### src/rtl/nor_cmd_pkg.sv
package nor_cmd_pkg;
   typedef enum logic [2:0] {
      SQ_IDLE, SQ_U1, SQ_U2, SQ_PROG, SQ_E3, SQ_E4, SQ_E5
   } seq_t;

   typedef enum logic [1:0] {
      OP_NONE, OP_PROG, OP_SECT, OP_CHIP
   } op_t;

   localparam logic [7:0] KEY_A     = 8'hAA;
   localparam logic [7:0] KEY_B     = 8'h55;
   localparam logic [7:0] CMD_PROG  = 8'hA0;
   localparam logic [7:0] CMD_ERASE = 8'h80;
   localparam logic [7:0] CMD_SECT  = 8'h30;
   localparam logic [7:0] CMD_CHIP  = 8'h10;
   localparam logic [15:0] ADDR_KEY_A = 16'h5555;
   localparam logic [15:0] ADDR_KEY_B = 16'h2AAA;
endpackage

### src/rtl/nor_bus_strobe.sv
module nor_bus_strobe #(
   parameter int AW = 16
) (
   input  logic          clk,
   input  logic          rst_n,
   input  logic          ce_n,
   input  logic          oe_n,
   input  logic          we_n,
   input  logic [AW-1:0] addr,
   input  logic [7:0]    din,
   output logic          wr_done,
   output logic          rd_act,
   output logic          rd_start,
   output logic [AW-1:0] wa,
   output logic [7:0]    wd
);
   logic wr_act, wr_q, rd_q;

   assign wr_act   = !ce_n && !we_n && oe_n;
   assign rd_act   = !ce_n && !oe_n;
   assign wr_done  = wr_q && !wr_act;
   assign rd_start = rd_act && !rd_q;

   always_ff @(posedge clk or negedge rst_n) begin
      if (!rst_n) begin
         wr_q <= 1'b0;
         rd_q <= 1'b0;
         wa   <= '0;
         wd   <= '0;
      end else begin
         wr_q <= wr_act;
         rd_q <= rd_act;
         if (wr_act && !wr_q) wa <= addr;
         if (wr_act)          wd <= din;
      end
   end


   wr_done_pulse_chk: assert property (@(posedge clk) disable iff (!rst_n)
      wr_done |=> !wr_done);
endmodule

### src/rtl/nor_seq_decoder.sv
module nor_seq_decoder
   import nor_cmd_pkg::*;
#(
   parameter int AW = 16
) (
   input  logic          clk,
   input  logic          rst_n,
   input  logic          wr_done,
   input  logic          busy,
   input  logic [AW-1:0] wa,
   input  logic [7:0]    wd,
   output logic          launch,
   output op_t           launch_op
);
   seq_t state, nxt;
   logic at_a, at_b;

   assign at_a = (wa == AW'(ADDR_KEY_A));
   assign at_b = (wa == AW'(ADDR_KEY_B));

   always_comb begin
      nxt       = state;
      launch    = 1'b0;
      launch_op = OP_NONE;
      if (wr_done && !busy) begin
         nxt = SQ_IDLE;
         case (state)
            SQ_IDLE: if (at_a && wd == KEY_A) nxt = SQ_U1;
            SQ_U1:   if (at_b && wd == KEY_B) nxt = SQ_U2;
            SQ_U2: begin
               if (at_a && wd == CMD_PROG)       nxt = SQ_PROG;
               else if (at_a && wd == CMD_ERASE) nxt = SQ_E3;
            end
            SQ_PROG: begin
               launch    = 1'b1;
               launch_op = OP_PROG;
            end
            SQ_E3: if (at_a && wd == KEY_A) nxt = SQ_E4;
            SQ_E4: if (at_b && wd == KEY_B) nxt = SQ_E5;
            SQ_E5: begin
               if (wd == CMD_SECT) begin
                  launch    = 1'b1;
                  launch_op = OP_SECT;
               end else if (at_a && wd == CMD_CHIP) begin
                  launch    = 1'b1;
                  launch_op = OP_CHIP;
               end
            end
            default: nxt = SQ_IDLE;
         endcase
      end
   end

   always_ff @(posedge clk or negedge rst_n) begin
      if (!rst_n) state <= SQ_IDLE;
      else        state <= nxt;
   end


   no_launch_busy_chk: assert property (@(posedge clk) disable iff (!rst_n)
      busy |-> !launch);
endmodule

### src/rtl/nor_busy_timer.sv
module nor_busy_timer
   import nor_cmd_pkg::*;
#(
   parameter int PROG_CYCLES = 40,
   parameter int SECT_CYCLES = 80,
   parameter int CHIP_CYCLES = 120
) (
   input  logic clk,
   input  logic rst_n,
   input  logic launch,
   input  op_t  launch_op,
   output logic busy,
   output op_t  cur_op,
   output logic commit
);
   localparam int MAXC = (PROG_CYCLES > SECT_CYCLES) ?
      ((PROG_CYCLES > CHIP_CYCLES) ? PROG_CYCLES : CHIP_CYCLES) :
      ((SECT_CYCLES > CHIP_CYCLES) ? SECT_CYCLES : CHIP_CYCLES);
   localparam int CW = $clog2(MAXC + 1);

   logic [CW-1:0] cnt, load_val;

   always_comb begin
      case (launch_op)
         OP_PROG: load_val = CW'(PROG_CYCLES - 1);
         OP_SECT: load_val = CW'(SECT_CYCLES - 1);
         default: load_val = CW'(CHIP_CYCLES - 1);
      endcase
   end

   assign commit = busy && (cnt == '0);

   always_ff @(posedge clk or negedge rst_n) begin
      if (!rst_n) begin
         busy   <= 1'b0;
         cnt    <= '0;
         cur_op <= OP_NONE;
      end else if (launch) begin
         busy   <= 1'b1;
         cnt    <= load_val;
         cur_op <= launch_op;
      end else if (busy) begin
         if (cnt == '0) begin
            busy   <= 1'b0;
            cur_op <= OP_NONE;
         end else begin
            cnt <= cnt - 1'b1;
         end
      end
   end


   busy_from_launch_chk: assert property (@(posedge clk) disable iff (!rst_n)
      $rose(busy) |-> $past(launch));

   busy_ends_on_commit_chk: assert property (@(posedge clk) disable iff (!rst_n)
      $fell(busy) |-> $past(commit));
endmodule

### src/rtl/nor_byte_array.sv
module nor_byte_array
   import nor_cmd_pkg::*;
#(
   parameter int AW         = 16,
   parameter int SECT_SHIFT = 12,
   parameter int WORD_BITS  = 2
) (
   input  logic          clk,
   input  logic          rst_n,
   input  logic          launch,
   input  logic [AW-1:0] tgt_addr,
   input  logic [7:0]    tgt_data,
   input  logic          commit,
   input  op_t           op,
   input  logic [AW-1:0] rd_addr,
   output logic [7:0]    rd_byte
);
   localparam int SB = AW - SECT_SHIFT;
   localparam int IB = SB + WORD_BITS;
   localparam int NB = 1 << IB;

   logic [NB-1:0][7:0] mem;
   logic [IB-1:0]      pidx, ridx;
   logic [7:0]         pdat;

   assign ridx    = {rd_addr[SECT_SHIFT +: SB], rd_addr[WORD_BITS-1:0]};
   assign rd_byte = mem[ridx];

   always_ff @(posedge clk or negedge rst_n) begin
      if (!rst_n) begin
         pidx <= '0;
         pdat <= '0;
      end else if (launch) begin
         pidx <= {tgt_addr[SECT_SHIFT +: SB], tgt_addr[WORD_BITS-1:0]};
         pdat <= tgt_data;
      end
   end

   for (genvar i = 0; i < NB; i++) begin : g_byte
      localparam logic [IB-1:0] IDX = IB'(i);
      always_ff @(posedge clk or negedge rst_n) begin
         if (!rst_n) begin
            mem[i] <= 8'hFF;
         end else if (commit) begin
            case (op)
               OP_PROG: if (pidx == IDX) mem[i] <= mem[i] & pdat;
               OP_SECT: if (pidx[IB-1:WORD_BITS] == IDX[IB-1:WORD_BITS]) mem[i] <= 8'hFF;
               OP_CHIP: mem[i] <= 8'hFF;
               default: ;
            endcase
         end
      end
   end


   prog_clear_only_chk: assert property (@(posedge clk) disable iff (!rst_n)
      $past(commit && op == OP_PROG) |-> ((mem[$past(pidx)] & ~$past(mem[pidx])) == 8'h00));

   chip_all_ones_chk: assert property (@(posedge clk) disable iff (!rst_n)
      $past(commit && op == OP_CHIP) |-> (&mem));
endmodule

### src/rtl/nor_cmd_engine.sv
module nor_cmd_engine
   import nor_cmd_pkg::*;
#(
   parameter int AW          = 16,
   parameter int SECT_SHIFT  = 12,
   parameter int WORD_BITS   = 2,
   parameter int PROG_CYCLES = 40,
   parameter int SECT_CYCLES = 80,
   parameter int CHIP_CYCLES = 120
) (
   input  logic          clk,
   input  logic          rst_n,
   input  logic          ce_n,
   input  logic          oe_n,
   input  logic          we_n,
   input  logic [AW-1:0] addr,
   input  logic [7:0]    data_in,
   output logic [7:0]    data_out,
   output logic          data_oe
);
   if (AW < 16) begin : g_bad_aw
      $error("AW must reach the unlock addresses");
   end
   if (SECT_SHIFT >= AW || SECT_SHIFT <= WORD_BITS) begin : g_bad_sect
      $error("SECT_SHIFT must lie between WORD_BITS and AW");
   end
   if (AW - SECT_SHIFT + WORD_BITS > 12) begin : g_bad_size
      $error("byte store too large");
   end
   if (PROG_CYCLES < 1 || SECT_CYCLES < 1 || CHIP_CYCLES < 1) begin : g_bad_time
      $error("operation lengths must be positive");
   end

   logic          wr_done, rd_act, rd_start, launch, busy, commit, tog, prog_b7;
   logic [AW-1:0] wa;
   logic [7:0]    wd, rd_byte, status;
   op_t           launch_op, cur_op;

   nor_bus_strobe #(.AW(AW)) u_bus (
      .clk(clk), .rst_n(rst_n), .ce_n(ce_n), .oe_n(oe_n), .we_n(we_n),
      .addr(addr), .din(data_in), .wr_done(wr_done), .rd_act(rd_act),
      .rd_start(rd_start), .wa(wa), .wd(wd));

   nor_seq_decoder #(.AW(AW)) u_dec (
      .clk(clk), .rst_n(rst_n), .wr_done(wr_done), .busy(busy),
      .wa(wa), .wd(wd), .launch(launch), .launch_op(launch_op));

   nor_busy_timer #(.PROG_CYCLES(PROG_CYCLES), .SECT_CYCLES(SECT_CYCLES),
      .CHIP_CYCLES(CHIP_CYCLES)) u_tmr (
      .clk(clk), .rst_n(rst_n), .launch(launch), .launch_op(launch_op),
      .busy(busy), .cur_op(cur_op), .commit(commit));

   nor_byte_array #(.AW(AW), .SECT_SHIFT(SECT_SHIFT), .WORD_BITS(WORD_BITS)) u_arr (
      .clk(clk), .rst_n(rst_n), .launch(launch), .tgt_addr(wa), .tgt_data(wd),
      .commit(commit), .op(cur_op), .rd_addr(addr), .rd_byte(rd_byte));

   always_ff @(posedge clk or negedge rst_n) begin
      if (!rst_n) begin
         tog     <= 1'b0;
         prog_b7 <= 1'b0;
      end else if (launch) begin
         tog     <= 1'b0;
         prog_b7 <= wd[7];
      end else if (busy && rd_start) begin
         tog <= ~tog;
      end
   end

   assign status   = {(cur_op == OP_PROG) ? ~prog_b7 : 1'b0, tog, 6'b0};
   assign data_oe  = rd_act;
   assign data_out = rd_act ? (busy ? status : rd_byte) : 8'h00;


   erase_dq7_low_chk: assert property (@(posedge clk) disable iff (!rst_n)
      (data_oe && busy && cur_op != OP_PROG) |-> !data_out[7]);

   toggle_flip_chk: assert property (@(posedge clk) disable iff (!rst_n)
      ($past(busy && rd_start && !launch) && busy) |-> (tog != $past(tog)));

   bus_quiet_chk: assert property (@(posedge clk) disable iff (!rst_n)
      !data_oe |-> (data_out == 8'h00));
endmodule

### config.mk
export PLATFORM = sky130hd
export DESIGN_NAME = nor_cmd_engine
export DESIGN_NICKNAME = d
export VERILOG_FILES = /design/src/rtl/nor_cmd_pkg.sv /design/src/rtl/nor_bus_strobe.sv /design/src/rtl/nor_seq_decoder.sv /design/src/rtl/nor_busy_timer.sv /design/src/rtl/nor_byte_array.sv /design/src/rtl/nor_cmd_engine.sv
export SDC_FILE = /design/constraint.sdc
export NUM_CORES = 1
export LEC_CHECK = 0
export CORE_UTILIZATION = 25
export CTS_CLUSTER_SIZE = 14
export DETAILED_ROUTE_END_ITERATION = 8
export PLACE_DENSITY = 0.49
export SYNTH_ARGS = -nofsm -noshare
export SYNTH_HDL_FRONTEND = slang
export SYNTH_HIERARCHICAL = 1
export SYNTH_SLANG_ARGS = --single-unit
### constraint.sdc
create_clock -name clk -period 4.3 [get_ports clk]
set_input_delay 1.075 -clock clk [delete_from_list [all_inputs] [get_ports clk]]
set_output_delay 1.075 -clock clk [all_outputs]
set_load 0.05 [all_outputs]
* After elaboration in Yosys (flattened, before gate mapping)
Index checks and enable logic that the tools add are counted.
** Storage, ports and cells
- Bits in registers :: 567
- Bits of input ports :: 29
- Output and inout bits :: 9
- Logic and storage cells :: 593
** Operators by class
- $add $sub $neg :: 1
- Order comparisons :: 1
- Eq/ne operators :: 178
- Muxes and demuxes :: 176
- Bitwise gates (word level) :: 66
- Reductions and logical operators :: 95
** Operators by type and width (count)
- 8-bit case mux with 3 select lines :: 64
- 8-bit two-way mux :: 83
- 8-bit AND :: 64
- 4-bit AND reduction :: 64
- 6-bit equality test (second input constant) :: 32
- 2-bit by 1-bit inequality test with 1-bit output (second input constant) :: 80
- 6-bit by 5-bit equality test with 1-bit output (second input constant) :: 16
- 8-bit binary-select mux with 6-bit select :: 1
- 6-bit by 4-bit equality test with 1-bit output (second input constant) :: 8
- 4-bit equality test (second input constant) :: 8
- 6-bit by 3-bit equality test with 1-bit output (second input constant) :: 4
- 8-bit equality test (second input constant) :: 3
- 7-bit two-way mux :: 3
- 16-bit by 14-bit equality test with 1-bit output (second input constant) :: 1
- 16-bit by 15-bit equality test with 1-bit output (second input constant) :: 1
- 4-bit by 3-bit equality test with 1-bit output (second input constant) :: 4
- 3-bit case mux with 5 select lines :: 1
- 1-bit logical AND :: 14
- 2-bit two-way mux :: 7
- 7-bit case mux with 2 select lines :: 1
- 6-bit by 2-bit equality test with 1-bit output (second input constant) :: 2
- 3-bit two-way mux :: 4
- 1-bit two-way mux :: 10
- 3-bit equality test (second input constant) :: 3
- 24 further kinds :: 39

* Longest topological paths before layout
Gate-level depths: netlist (run 1).
- Word-level depth :: 10
- Gate-level depth with buffers :: 12
- Depth with buffers taken out :: 10

* Hierarchy
The synthesis (run 1) kept the hierarchy.
** By module, submodules not included
- nor_byte_array :: instances 1, cells each 2222, area each 24170.7 um2, sequential area each 13803.2 um2
- nor_bus_strobe :: instances 1, cells each 57, area each 983.4 um2, sequential area each 650.6 um2
- nor_busy_timer :: instances 1, cells each 63, area each 595.6 um2, sequential area each 250.2 um2
- nor_seq_decoder :: instances 1, cells each 47, area each 401.6 um2, sequential area each 75.1 um2
- nor_cmd_engine :: instances 1, cells each 18, area each 170.2 um2, sequential area each 50.0 um2

* Worst setup path after synthesis (run 1)
Ideal clock, no wire load.
- Kind :: input -> output
- Start point :: in addr[1]
- End point :: out data_out[6]
- Arrival time :: 3.348 ns
- Required time :: 3.225 ns
- Setup slack :: -0.123 ns
- Stages :: 10
- Path buffers :: 4
- Cell sequence :: buf_2 -> buf_2 -> buf_2 -> buf_2 -> mux4_2 -> mux2i_1 -> a211oi_1 -> a21o_1 -> mux2i_1 -> nor2b_1
** Between the ends
- Cells in the longest elaborated chain, start to end :: 4
** RTL lines
- start: declaration :: line nor_cmd_engine.sv:16 : input logic [AW-1:0] addr,
- 8-bit binary-select mux with 6-bit select :: line nor_byte_array.sv:27 : assign rd_byte = mem[ridx];
- 8-bit two-way mux (not written as such) :: line nor_byte_array.sv:27
- via rd_byte[6] :: line nor_cmd_engine.sv:36 : logic [7:0] wd, rd_byte, status;
- 8-bit two-way mux (2 in a row) :: line nor_cmd_engine.sv:71 : assign data_out = rd_act ? (busy ? status : rd_byte) : 8'h00;
- end: declaration :: line nor_cmd_engine.sv:18 : output logic [7:0] data_out,
The timed path passes the listed nets, and every way through them passes these cells. The select of a mux whose other input is x is not followed.

* Worst setup path after layout (run 1)
- Start point :: in addr[1]
- End point :: out data_out[7]
The elaborated chain is that of the path after synthesis.

==> results of run 1 <==
==> placed cells by master (no fill, tap or decap), types with 6 or more instances in the layout <==
master | netlist | routed
nand2b_1 | 12 | 12
dfrtp_2 | 0 | 8
and2_4 | 0 | 7
o21ai_2 | 2 | 8
o22ai_1 | 14 | 10
nand4b_1 | 7 | 7
nor3_1 | 7 | 7
bufinv_16 | 0 | 6
dfstp_2 | 512 | 512
clkbuf_16 | 0 | 63
nor2b_1 | 12 | 9
o21ai_0 | 575 | 567
mux4_2 | 120 | 120
nand4bb_1 | 6 | 6
a21oi_2 | 5 | 9
clkdlybuf4s50_1 | 0 | 22
or2_1 | 13 | 13
clkbuf_1 | 97 | 13
a21oi_1 | 29 | 25
nand2_1 | 533 | 531
o221ai_1 | 6 | 6
inv_1 | 9 | 8
o21ai_1 | 16 | 18
a211oi_2 | 0 | 6
mux2i_1 | 23 | 19
nand3_1 | 13 | 11
nor2_1 | 78 | 77
buf_16 | 0 | 7
clkbuf_8 | 0 | 12
buf_6 | 1 | 9
buf_12 | 0 | 29
clkinv_2 | 0 | 13
mux2_2 | 64 | 62
buf_4 | 3 | 185
dfrtp_1 | 55 | 47
==> routing by layer <==
| layer | vias up | routed length [um] | share of wire [%] |
|---|---|---|---|
| met3 | 114 | 4440 | 5.4 |
| li1 | 8762 | - | - |
| met5 | - | 0 | 0 |
| met1 | 10037 | 37900 | 46 |
| met4 | 0 | 2250 | 2.7 |
| met2 | 502 | 38000 | 46 |
==> cells by family after synthesis <==
kind of cell | Yosys count | share of synthesized area, %
simple gates | 731 | 12.1
compound gates | 697 | 14.1
flops | 567 | 56.3
mux | 207 | 13.9
buf+inv | 200 | 3.34
fa+ha+maj | 5 | 0.238
==> timing repair <==
action | 4_1_cts | 5_1_grt
resized for setup | 69 | 28
buffers inserted | 13 | 14
gates cloned | 3 | 0
hold endpoints to repair | 0 | 0
setup endpoints to repair | 8 | 8
pin swaps | 14 | 9
==> power groups by stage <==
stage / Sequential [W] / Combinational (W) / Clock (W)
after floorplan: 0.00552 / 0.000245 / 0
after global placement: 0.00555 / 0.000575 / 0
after detailed placement: 0.00555 / 0.000577 / 0
after CTS: 0.00547 / 0.000628 / 0.00569
after global routing: 0.00547 / 0.000680 / 0.00589
final: 0.00547 / 0.000631 / 0.00554
==> per-stage QoR <==
| step | cell area [um2] | setup TNS [ps] | utilization [%] |
|---|---|---|---|
| floorplan | 26300 | 0 | - |
| global placement | 29400 | -2940 | 28.3 |
| detailed placement | 29400 | -2910 | 28.3 |
| CTS | 31900 | -252 | 30.7 |
| global route | 32100 | -127 | 30.9 |
| finish | 32100 | -40.1 | 30.9 |
==> critical path, delay by kind of cell <==
kind	cells	cell delay [ps]
buf+inv	3	410
mux	2	810
simple gates	1	170
compound gates	3	790
==> final timing paths <==
path | from | end | slack (ps)
setup / recovery | addr[1] | data_out[7] | -40
hold / removal | u_arr/mem[245]$_DFFE_PN1P_ | u_arr/mem[245]$_DFFE_PN1P_ | 470
setup reg to reg | u_tmr/cnt[0]$_DFFE_PN0P_ | u_arr/mem[91]$_DFFE_PN1P_ | 1060
hold reg to reg | u_arr/mem[245]$_DFFE_PN1P_ | u_arr/mem[245]$_DFFE_PN1P_ | 470
max in group asynchronous | rst_n | u_arr/mem[305]$_DFFE_PN1P_ | 2790
min in group asynchronous | rst_n | u_bus/wa[14]$_DFFE_PN0P_ | 530
==> state kept, by name (all words and copies together) (netlist names) <==
signal        count
u_bus/wr_q        1
u_tmr/cnt         7
u_arr/pidx        6
u_tmr/busy        1
u_arr/mem       512
u_tmr/cur_op      2
tog               1
u_bus/rd_q        1
prog_b7           1
u_bus/wa         16
u_bus/wd          8
u_arr/pdat        8
u_dec/state       3
==> area by class of cell <==
class                      count  area, um2
multi-input combinational   1640      10900
antenna                        1       2.50
timing repair buffer         256       2550
tap                         1380       1730
fill                       10581      71800
clock buffer                  88       1790
inverter                       9       33.8
sequential                   567      14800
clock inverter                26        315
==> impl_table.tex, run 1 <==
\begin{tabular}{lr}
\hline
Metric & Value \\
\hline
\multicolumn{2}{l}{\textbf{Run status}} \\
Result of the run & finished, violations left \\
Failing checks & negative setup slack \\
\multicolumn{2}{l}{\textbf{Pwr}} \\
Total power consumption of the routed design & 0.0116 W \\
Max rail drop VDD & 0.320 mV \\
Clock power share & 47.6\% \\
Sw frac & 23.1\% \\
Power density relative to cell area & 362 nW/um2 \\
Leakage power summed over all cells & 14.5 nW \\
Share of power burned in combinational logic & 5.4\% \\
Sequential share of power & 47.0\% \\
Switching power summed over all nets & 0.00269 W \\
Internal power component & 0.00896 W \\
\multicolumn{2}{l}{\textbf{CTS}} \\
Clock-pin slew reported for the worst setup and hold paths after clock tree synthesis & 60 ps \\
Clock network latency to the later pin of the worst-skew pair & 650 ps \\
TritonCTS clock tree & yes \\
Hold-fix buffer count after cts & 0 \\
TritonCTS Buffers & 61 \\
Total number of clock tree sinks & 567 \\
Buffers from clock root to sink, at most & 3 \\
Root Driver & clkbuf\_16 \\
H-tree Lvls & 2 \\
\multicolumn{2}{l}{\textbf{Min path}} \\
Type of the most critical hold path & flip-flop to flip-flop \\
Number of instances on the worst hold path & 2 \\
\multicolumn{2}{l}{\textbf{Yosys}} \\
Synthesized area divided by synthesized cell count & 10.9 um2 \\
Synth area leader & dfstp\_2 \\
Proportion of register bits with asynchronous set or reset after synthesis & 100\% \\
Netlist cell types & 70 \\
Share of synthesized area occupied by flip-flops and latches & 56.3\% \\
Post-synthesis instance area & 26300 um2 \\
Most used flip-flop cell after synthesis & dfstp\_2 \\
Seq cells post-synth & 567 \\
Most frequent cells after synthesis & o21ai\_0 (575), nand2\_1 (533), dfstp\_2 (512) \\
Post-Synthesis Net Count & 2441 \\
Top cells by area, synth & dfstp\_2 (51\%), o21ai\_0 (11\%), mux4\_2 (10\%) \\
Number of synthesized flops with an enable pin & 0 \\
Cell count after synthesis & 2407 \\
Synthesis warning total & 6 \\
Area share of the largest cell type after synthesis & 51.1\% \\
Leading cell type by number of instances after synthesis & o21ai\_0 \\
\multicolumn{2}{l}{\textbf{Setup path}} \\
CP endpoint kind & output port \\
Highest cell delay on the worst timing path & 490 ps \\
Endpoint arrival time on the critical path & 3270 ps \\
Crit Path Class & primary input to output port \\
Dominant cell type by count on the critical path & buf\_12 \\
Master of the slowest instance on the critical path & mux4\_2 \\
Startpoint type of the worst setup path & primary input \\
Crit path cell chain & buf\_16 -> buf\_12 -> mux4\_2 -> mux2\_4 -> o211ai\_1 -> o311ai\_4 -> nor2b\_4 -> o21a\_1 -> buf\_12 \\
Reg2Reg Depth & 10 \\
Critical Path RT & 3220 ps \\
Largest fanout on the critical path & 5 \\
\multicolumn{2}{l}{\textbf{Finish}} \\
Final non-filler cell total & 3967 \\
Net count of the finished layout & 2569 \\
Layout cells sized above 1 & 42.8\% \\
Synthesis-to-finish area growth & 22.1\% \\
\multicolumn{2}{l}{\textbf{Drt}} \\
Residual DRC & 0 \\
Number of design-rule violations left by the first detailed-router iteration & 1464 \\
Vias after detailed routing & 19415 \\
WL final & 82600 um \\
Routed length per placed instance & 20.8 um \\
Post-route antenna net violation count & 0 \\
Vias per cell & 4.89 \\
DR pass1 iterations & 5 \\
\multicolumn{2}{l}{\textbf{STA}} \\
Share of the clock period used by the worst path after layout & 101\% \\
Number of slew-limit violations in the final report & 0 \\
Least-Margin Pin Slew & 1310 ps \\
Minimum hold slack & 475 ps \\
Unrepaired setup endpoints after global routing & yes \\
Final critical-path setup slack & -40.1 ps \\
Count of endpoints failing setup in the final report & 1 \\
Max Fclk & 230 MHz \\
Final Hold Vio Count & 0 \\
Maximum clock skew at final layout & 23.6 ps \\
Worst relative slew slack & 11.9\% \\
Min Tclk post-route & 4340 ps \\
\multicolumn{2}{l}{\textbf{Die}} \\
Full die area & 107000 um2 \\
Floorplan die height & 326 um \\
Area of the core & 104000 um2 \\
Width of the die & 326 um \\
Total I/O pin count & 38 \\
Starting density of the core & 25.3\% \\
Number of placement rows & 118 \\
\multicolumn{2}{l}{\textbf{GRT}} \\
Total track usage & 15.4\% \\
First-pass GRT wire length & 127000 um \\
Number of antenna violations at the first check in global routing & 0 \\
Most utilized layer in the global route result & met2 \\
Met2 Usage GRT & 24.1\% \\
Maximum number of pins on one net before global-route repair & 94 \\
Total global routing overflow & 0 \\
Met1 Resource Use GR & 21.7\% \\
Global-route track usage on met3 & 2.65\% \\
Vias in the first global route & 19600 \\
\multicolumn{2}{l}{\textbf{Run}} \\
Maximum Capacitance Violations & 0 \\
\multicolumn{2}{l}{\textbf{Placement}} \\
Worst setup slack before clock tree synthesis & -548 ps \\
Total placed cells including tap cells & 3823 \\
Total of buffers placed on input and output ports & 37 \\
Half-perimeter wire length after placement & 52700 um \\
Global placer's final weighted congestion & 0.812 \\
\hline
\end{tabular}
Power figures use the tool's default switching activity.
==> run 2, diff against run 1 <==
==> constraint.sdc (replaced) <==
create_clock -name clk -period 4.35 [get_ports clk]
set_input_delay 1.0875 -clock clk [delete_from_list [all_inputs] [get_ports clk]]
set_output_delay 1.0875 -clock clk [all_outputs]
set_load 0.05 [all_outputs]
==> run 2 against run 1 <==
Effect of this change: the flow now finishes without violations; combinational power is 4.3% lower; register-to-register slack improved by 40 ps; die area unchanged; setup slack improved by 69 ps; critical endpoint is now data_out[1]; highest routed layer is now met5.
==> impl_table.tex, run 2 (synthesized netlist as in run 1, its figures left out) <==
\begin{tabular}{lr}
\hline
Metric & Value \\
\hline
\multicolumn{2}{l}{\textbf{STA}} \\
Number of slew-limit violations in the final report & 0 (unchanged) \\
Share of the clock period used by the worst path after layout & 99.3\% \\
Post-Route Setup TNS & 0 ps (was -40.1 ps) \\
Final Hold Vio Count & 0 (unchanged) \\
Unrepaired setup endpoints after global routing & yes (unchanged) \\
Worst relative slew slack & 15.4\% (was 11.9\%) \\
Count of endpoints failing setup in the final report & 0 (was 1) \\
Min Tclk post-route & 4320 ps \\
Least-Margin Pin Slew & 1260 ps (was 1310 ps) \\
Maximum clock skew at final layout & 20.1 ps (was 23.6 ps) \\
Max Fclk & 231 MHz \\
\multicolumn{2}{l}{\textbf{Finish}} \\
Flip-flop count of the largest register, all copies and words added & 512 (unchanged) \\
Commonest cells after routing, fill and taps aside & o21ai\_0 (569), nand2\_1 (532), dfstp\_2 (512) (was o21ai\_0 (567), nand2\_1 (531), dfstp\_2 (512)) \\
Synthesis-to-finish area growth & 21.8\% (was 22.1\%) \\
Non-Filler Cell Area, Final & 32100 um2 (about the same) \\
Antenna cell count & 0 (was 1) \\
Fillers & 10567 (was 10581) \\
Most frequent standard cell in the layout excluding fill and tap cells & o21ai\_0 (unchanged) \\
Reg with most FFs & u\_arr/mem (unchanged) \\
Final standard cell utilization of the core & 30.8\% (was 30.9\%) \\
Top Registers & u\_arr/mem (512), u\_bus/wa (16) (unchanged) \\
Net count of the finished layout & 2556 (was 2569) \\
Layout cells sized above 1 & 42.3\% (was 42.8\%) \\
\multicolumn{2}{l}{\textbf{Setup path}} \\
Crit Path Class & primary input to output port (unchanged) \\
Critical Path RT & 3260 ps (was 3220 ps) \\
Reg2Reg Depth & 6 (was 10) \\
Endpoint arrival time on the critical path & 3230 ps (was 3270 ps) \\
Terminus of the critical flop-to-flop path & u\_arr/mem[54]\$\_DFFE\_PN1P\_ (was u\_arr/mem[91]\$\_DFFE\_PN1P\_) \\
Largest fanout on the critical path & 8 (was 5) \\
Startpoint of the lowest-slack register-to-register path & u\_arr/pidx[2]\$\_DFFE\_PN0P\_ (was u\_tmr/cnt[0]\$\_DFFE\_PN0P\_) \\
Register-to-register setup slack & 1100 ps (was 1060 ps) \\
Startpoint type of the worst setup path & primary input (unchanged) \\
CP endpoint kind & output port (unchanged) \\
\multicolumn{2}{l}{\textbf{Placement}} \\
Cell area reported after detailed placement & 29400 um2 (about the same) \\
Total of buffers placed on input and output ports & 37 (unchanged) \\
Global placer's final weighted congestion & 0.830 (was 0.812) \\
Half-perimeter wire length after placement & 51800 um (was 52700 um) \\
\multicolumn{2}{l}{\textbf{CTS}} \\
Root Driver & clkbuf\_16 (unchanged) \\
Clock-pin slew reported for the worst setup and hold paths after clock tree synthesis & 60 ps (about the same) \\
Clock network latency to the later pin of the worst-skew pair & 610 ps (was 650 ps) \\
TritonCTS clock tree & yes (unchanged) \\
Buffers from clock root to sink, at most & 3 (unchanged) \\
Total number of clock tree sinks & 567 (unchanged) \\
H-tree Lvls & 3 (was 2) \\
TritonCTS Buffers & 67 (was 61) \\
\multicolumn{2}{l}{\textbf{GRT}} \\
Number of antenna violations at the first check in global routing & 3 (was 0) \\
Maximum number of pins on one net before global-route repair & 97 (was 94) \\
First-pass GRT wire length & 126000 um (was 127000 um) \\
Vias in the first global route & 19477 (was 19600) \\
Total track usage & 15.2\% (was 15.4\%) \\
Total global routing overflow & 0 (unchanged) \\
\multicolumn{2}{l}{\textbf{Drt}} \\
Vias after detailed routing & 19397 (was 19415) \\
Vias per cell & 4.91 (was 4.89) \\
DR pass1 iterations & 6 (was 5) \\
Number of design-rule violations left by the first detailed-router iteration & 1619 (was 1464) \\
Routed length per placed instance & 20.6 um (was 20.8 um) \\
Residual DRC & 0 (unchanged) \\
Post-route antenna net violation count & 0 (unchanged) \\
WL final & 81400 um (was 82600 um) \\
\multicolumn{2}{l}{\textbf{Pwr}} \\
Sequential share of power & 46.0\% (was 47.0\%) \\
Switching power summed over all nets & 0.00267 W (was 0.00269 W) \\
Clock power share & 48.8\% (was 47.6\%) \\
Internal power component & 0.00908 W (was 0.00896 W) \\
Power density relative to cell area & 367 nW/um2 (was 362 nW/um2) \\
Max rail drop VDD & 0.316 mV (was 0.320 mV) \\
Leakage power summed over all cells & 14.4 nW (was 14.5 nW) \\
Sw frac & 22.7\% (was 23.1\%) \\
Share of power burned in combinational logic & 5.1\% (was 5.4\%) \\
\multicolumn{2}{l}{\textbf{Min path}} \\
Hold Path End & u\_arr/mem[76]\$\_DFFE\_PN1P\_ (was u\_arr/mem[245]\$\_DFFE\_PN1P\_) \\
Type of the most critical hold path & flip-flop to flip-flop (unchanged) \\
Worst min-delay path startpoint & u\_arr/mem[76]\$\_DFFE\_PN1P\_ (was u\_arr/mem[245]\$\_DFFE\_PN1P\_) \\
Number of instances on the worst hold path & 2 (unchanged) \\
\multicolumn{2}{l}{\textbf{Run status}} \\
Result of the run & completed (was finished, violations left) \\
\multicolumn{2}{l}{\textbf{Die}} \\
Number of placement rows & 118 (unchanged) \\
Full die area & 107000 um2 (unchanged) \\
Area of the core & 104000 um2 (unchanged) \\
Total I/O pin count & 38 (unchanged) \\
Width of the die & 326 um (unchanged) \\
Floorplan die height & 326 um (unchanged) \\
Starting density of the core & 25.3\% (unchanged) \\
\multicolumn{2}{l}{\textbf{Run}} \\
Maximum Capacitance Violations & 0 (unchanged) \\
\hline
\end{tabular}
==> run 2: cell count changes in the layout (fill, tap and decap cells not counted), moves of 4 or more <==
cell / previous run / this run
clkbuf_16: 63 / 71
buf_4: 185 / 174
clkinv_2: 13 / 9
o21ai_2: 8 / 3
buf_6: 9 / 5
clkbuf_8: 12 / 19
buf_16: 7 / 3
==> run 2: worst max path at each step <==
stage	to	startpoint
2_1_floorplan	data_out[7]	addr[0]
3_3_place_gp	data_out[7]	addr[0]
3_5_place_dp	data_out[2]	addr[0]
4_1_cts	data_out[2]	addr[1]
5_1_grt	data_out[6]	addr[1]
6_report	data_out[1]	addr[1]
==> run 2: final cells by class <==
cell class | count | area, um2 | share of cell area [%]
Inverter | 9 | 33.8 | 0.105
Tap cell | 1380 | 1730 | 5.39
Clock buffer | 102 | 2060 | 6.43
Multi-Input combinational cell | 1640 | 10900 | 34.0
Sequential cell | 567 | 14800 | 46.3
Timing Repair Buffer | 237 | 2300 | 7.17
Clock inverter | 19 | 208 | 0.648
==> run 2: power groups by stage <==
stage               registers [W]  logic (W)  clock network, W
floorplan                 0.00546   0.000241                 0
global placement          0.00548   0.000571                 0
detailed placement        0.00548   0.000572                 0
CTS                       0.00541   0.000600           0.00590
global route              0.00541   0.000651           0.00610
finish                    0.00541   0.000604           0.00574
==> run 2: repair_timing <==
| item | in CTS | in global routing |
|---|---|---|
| pin swaps | 8 | 7 |
| hold buffers | 0 | 0 |
| resized for setup | 54 | 25 |
| buffers inserted | 1 | 3 |
| setup endpoints to repair | 8 | 8 |
| cloned | 1 | 1 |
==> run 2: stage by stage <==
stage               std cells  hold WS [ps]  power, W  setup slack [ps]
finish                   3954           473    0.0118              29.3
global route             3954           485    0.0122             -16.4
CTS                      3950           476    0.0119             -23.9
detailed placement       3828           467   0.00606              -689
global placement         3828           461   0.00605              -689
floorplan                2407           454   0.00570              14.1
==> run 2: layer usage <==
layer	part of all wire, %	global-route usage, %	vias to the layer above
met2	46	23.3	527
met3	5.7	2.60	98
met4	2.5	4.92	2
met5	0.016	0	-
met1	46	21.7	10030
li1	-	-	8740
==> run 2: worst max-delay path, cell delays in order <==
cell,delay (ps)
buf_8,120
buf_12,150
buf_16,150
buf_12,120
mux4_2,590
o22ai_2,230
buf_4,160
a211oi_4,50
a21o_1,220
and2_1,150
buf_4,180
==> run 3, diff against run 2 <==
--- a/config.mk
+++ b/config.mk
@@ -6,9 +6,9 @@
 export NUM_CORES = 1
 export LEC_CHECK = 0
 export CORE_UTILIZATION = 25
-export CTS_CLUSTER_SIZE = 14
+export CTS_CLUSTER_SIZE = 12
 export DETAILED_ROUTE_END_ITERATION = 8
-export PLACE_DENSITY = 0.49
+export PLACE_DENSITY = 0.46
 export SYNTH_ARGS = -nofsm -noshare
 export SYNTH_HDL_FRONTEND = slang
 export SYNTH_HIERARCHICAL = 1
==> run 3 against run 2 <==
Effect of this change: sequential share of layout area increased by 0.20 points; die area unchanged; fmax rose by 0.11%; clock power is 2% lower; sequential power hardly changed; cell count fell by 0.43%; largest cell class unchanged; largest power group unchanged.
==> impl_table.tex, run 3 (synthesized netlist as in run 1, its figures left out) <==
\begin{tabular}{lr}
\hline
Metric & Value \\
\hline
\multicolumn{2}{l}{\textbf{CTS}} \\
H-tree Lvls & 3 (unchanged) \\
TritonCTS clock tree & yes (unchanged) \\
Buffers from clock root to sink, at most & 3 (unchanged) \\
Clock network latency to the later pin of the worst-skew pair & 600 ps (was 610 ps) \\
TritonCTS Buffers & 67 (unchanged) \\
Root Driver & clkbuf\_16 (unchanged) \\
Total number of clock tree sinks & 567 (unchanged) \\
Hold-fix buffer count after cts & 0 (unchanged) \\
Clock-pin slew reported for the worst setup and hold paths after clock tree synthesis & 50 ps (was 60 ps) \\
\multicolumn{2}{l}{\textbf{STA}} \\
Count of endpoints failing setup in the final report & 0 (unchanged) \\
Max Fclk & 232 MHz (was 231 MHz) \\
Number of slew-limit violations in the final report & 0 (unchanged) \\
Least-Margin Pin Slew & 1370 ps (was 1260 ps) \\
Final critical-path setup slack & 34.0 ps (was 29.3 ps) \\
Maximum clock skew at final layout & 21.1 ps (was 20.1 ps) \\
Min Tclk post-route & 4320 ps (about the same) \\
Final Hold Vio Count & 0 (unchanged) \\
Worst relative slew slack & 7.60\% (was 15.4\%) \\
Share of the clock period used by the worst path after layout & 99.2\% (was 99.3\%) \\
\multicolumn{2}{l}{\textbf{GRT}} \\
Total global routing overflow & 0 (unchanged) \\
Maximum number of pins on one net before global-route repair & 103 (was 97) \\
Number of antenna violations at the first check in global routing & 0 (was 3) \\
Total track usage & 15.7\% (was 15.2\%) \\
First-pass GRT wire length & 129000 um (was 126000 um) \\
Vias in the first global route & 20118 (was 19477) \\
\multicolumn{2}{l}{\textbf{Die}} \\
Number of placement rows & 118 (unchanged) \\
Width of the die & 326 um (unchanged) \\
Starting density of the core & 25.3\% (unchanged) \\
Full die area & 107000 um2 (unchanged) \\
Area of the core & 104000 um2 (unchanged) \\
Total I/O pin count & 38 (unchanged) \\
Floorplan die height & 326 um (unchanged) \\
\multicolumn{2}{l}{\textbf{Finish}} \\
Non-Filler Cell Area, Final & 31900 um2 (was 32100 um2) \\
Layout cells sized above 1 & 42.2\% (was 42.3\%) \\
Reg with most FFs & u\_arr/mem (unchanged) \\
Most frequent standard cell in the layout excluding fill and tap cells & o21ai\_0 (unchanged) \\
Commonest cells after routing, fill and taps aside & o21ai\_0 (567), nand2\_1 (532), dfstp\_2 (512) (was o21ai\_0 (569), nand2\_1 (532), dfstp\_2 (512)) \\
Net count of the finished layout & 2539 (was 2556) \\
Synthesis-to-finish area growth & 21.3\% (was 21.8\%) \\
Fillers & 10607 (was 10567) \\
Final non-filler cell total & 3937 (was 3954) \\
Flip-flop count of the largest register, all copies and words added & 512 (unchanged) \\
Top Registers & u\_arr/mem (512), u\_bus/wa (16) (unchanged) \\
\multicolumn{2}{l}{\textbf{Placement}} \\
Total placed cells including tap cells & 3804 (was 3828) \\
Half-perimeter wire length after placement & 54000 um (was 51800 um) \\
Worst setup slack before clock tree synthesis & -405 ps (was -689 ps) \\
Cell area reported after detailed placement & 29100 um2 (was 29400 um2) \\
Global placer's final weighted congestion & 0.837 (was 0.830) \\
Total of buffers placed on input and output ports & 37 (unchanged) \\
\multicolumn{2}{l}{\textbf{Drt}} \\
Vias per cell & 5.00 (was 4.91) \\
Vias after detailed routing & 19682 (was 19397) \\
Routed metal-1 wirelength & 37600 um (was 37400 um) \\
WL final & 84000 um (was 81400 um) \\
Met2 layer wire length in the routed design & 39600 um (was 37300 um) \\
Number of design-rule violations left by the first detailed-router iteration & 1649 (was 1619) \\
Highest metal layer with signal wires & met4 (was met5) \\
DR WL met3 & 4580 um (was 4600 um) \\
DR pass1 iterations & 7 (was 6) \\
Residual DRC & 0 (unchanged) \\
Post-route antenna net violation count & 0 (unchanged) \\
Routed length per placed instance & 21.3 um (was 20.6 um) \\
\multicolumn{2}{l}{\textbf{Setup path}} \\
Startpoint type of the worst setup path & primary input (unchanged) \\
CP endpoint kind & output port (unchanged) \\
Crit Path Class & primary input to output port (unchanged) \\
Largest fanout on the critical path & 11 (was 8) \\
Critical Path RT & 3260 ps (about the same) \\
Endpoint arrival time on the critical path & 3230 ps (about the same) \\
\multicolumn{2}{l}{\textbf{Run}} \\
Maximum Capacitance Violations & 0 (unchanged) \\
\multicolumn{2}{l}{\textbf{Pwr}} \\
Leakage power summed over all cells & 14.3 nW (was 14.4 nW) \\
Power density relative to cell area & 364 nW/um2 (was 367 nW/um2) \\
Max rail drop VDD & 0.232 mV (was 0.316 mV) \\
\multicolumn{2}{l}{\textbf{Run status}} \\
Result of the run & completed (unchanged) \\
\multicolumn{2}{l}{\textbf{Min path}} \\
Type of the most critical hold path & flip-flop to flip-flop (unchanged) \\
\hline
\end{tabular}
[run 3: cell count changes in the layout (fill, tap and decap cells not counted), sizes merged, moves of 2 or more]
| cell | previous run | this run |
|---|---|---|
| clkbuf | 103 | 109 |
| clkinv | 12 | 8 |
| buf | 212 | 192 |
| bufbuf | 0 | 2 |
[run 3: area by class of cell]
cell class | count | area [um2] | share of cell area, %
Clock buffer | 107 | 2050 | 6.42
Sequential cell | 567 | 14800 | 46.5
Inverter | 9 | 33.8 | 0.106
Multi-Input combinational cell | 1640 | 11000 | 34.3
Antenna cell | 1 | 2.50 | 0.00784
Timing Repair Buffer | 220 | 2200 | 6.88
Clock inverter | 13 | 125 | 0.392
Tap cell | 1380 | 1730 | 5.41
[run 3: worst max-delay path: stages]
cell	delay, ps
bufbuf_16	300
mux4_2	540
mux2_2	290
a22oi_1	180
nand2_1	130
a32o_1	230
and2_1	160
buf_12	140
buf_12	140
[run 3: final timing paths]
| kind | startpoint | end | slack (ps) | cells after the start |
|---|---|---|---|---|
| worst max-delay path | addr[0] | data_out[5] | 30 | 9 |
| worst max register to register | u_tmr/cur_op[0]$_DFFE_PN0P_ | u_arr/mem[263]$_DFFE_PN1P_ | 1080 | 6 |
| max in group asynchronous | rst_n | u_arr/mem[386]$_DFFE_PN1P_ | 2700 | 2 |
| worst min register to register | u_arr/mem[178]$_DFFE_PN1P_ | u_arr/mem[178]$_DFFE_PN1P_ | 470 | 2 |
| worst min-delay path | u_arr/mem[178]$_DFFE_PN1P_ | u_arr/mem[178]$_DFFE_PN1P_ | 470 | 2 |
| min in group asynchronous | rst_n | u_arr/mem[454]$_DFFE_PN1P_ | 1010 | 1 |
[run 3: repair_timing]
item | CTS | global route
setup endpoints to repair | 8 | 8
cloned | 2 | 1
buffers inserted | 6 | 4
gates resized for setup | 77 | 36
pin swaps | 5 | 9
[run 3: where the power goes]
part | total (W) | internal [W] | switching [W]
Combinational | 0.000614 | 0.000279 | 0.000335
Clock | 0.00560 | 0.00334 | 0.00226
Sequential | 0.00541 | 0.00535 | 0.0000571
Total | 0.0116 | 0.00897 | 0.00265
[run 3: routing by layer]
layer	vias up	track usage, %
met2	606	25.4
met5	-	0
li1	8690	-
met4	0	4.40
met3	130	2.26
met1	10256	21.8
[run 3: through the flow]
| step | total power, W | hold WS, ps | util, % | TNS, ps |
|---|---|---|---|---|
| after CTS | 0.0118 | 477 | 30.5 | -21.8 |
| after global routing | 0.0120 | 488 | 30.7 | -1.59 |
| after global placement | 0.00603 | 461 | 28.0 | -2240 |
| final | 0.0116 | 475 | 30.7 | 0 |
| after floorplan | 0.00570 | 454 | - | 0 |
| after detailed placement | 0.00604 | 468 | 28.0 | -2450 |
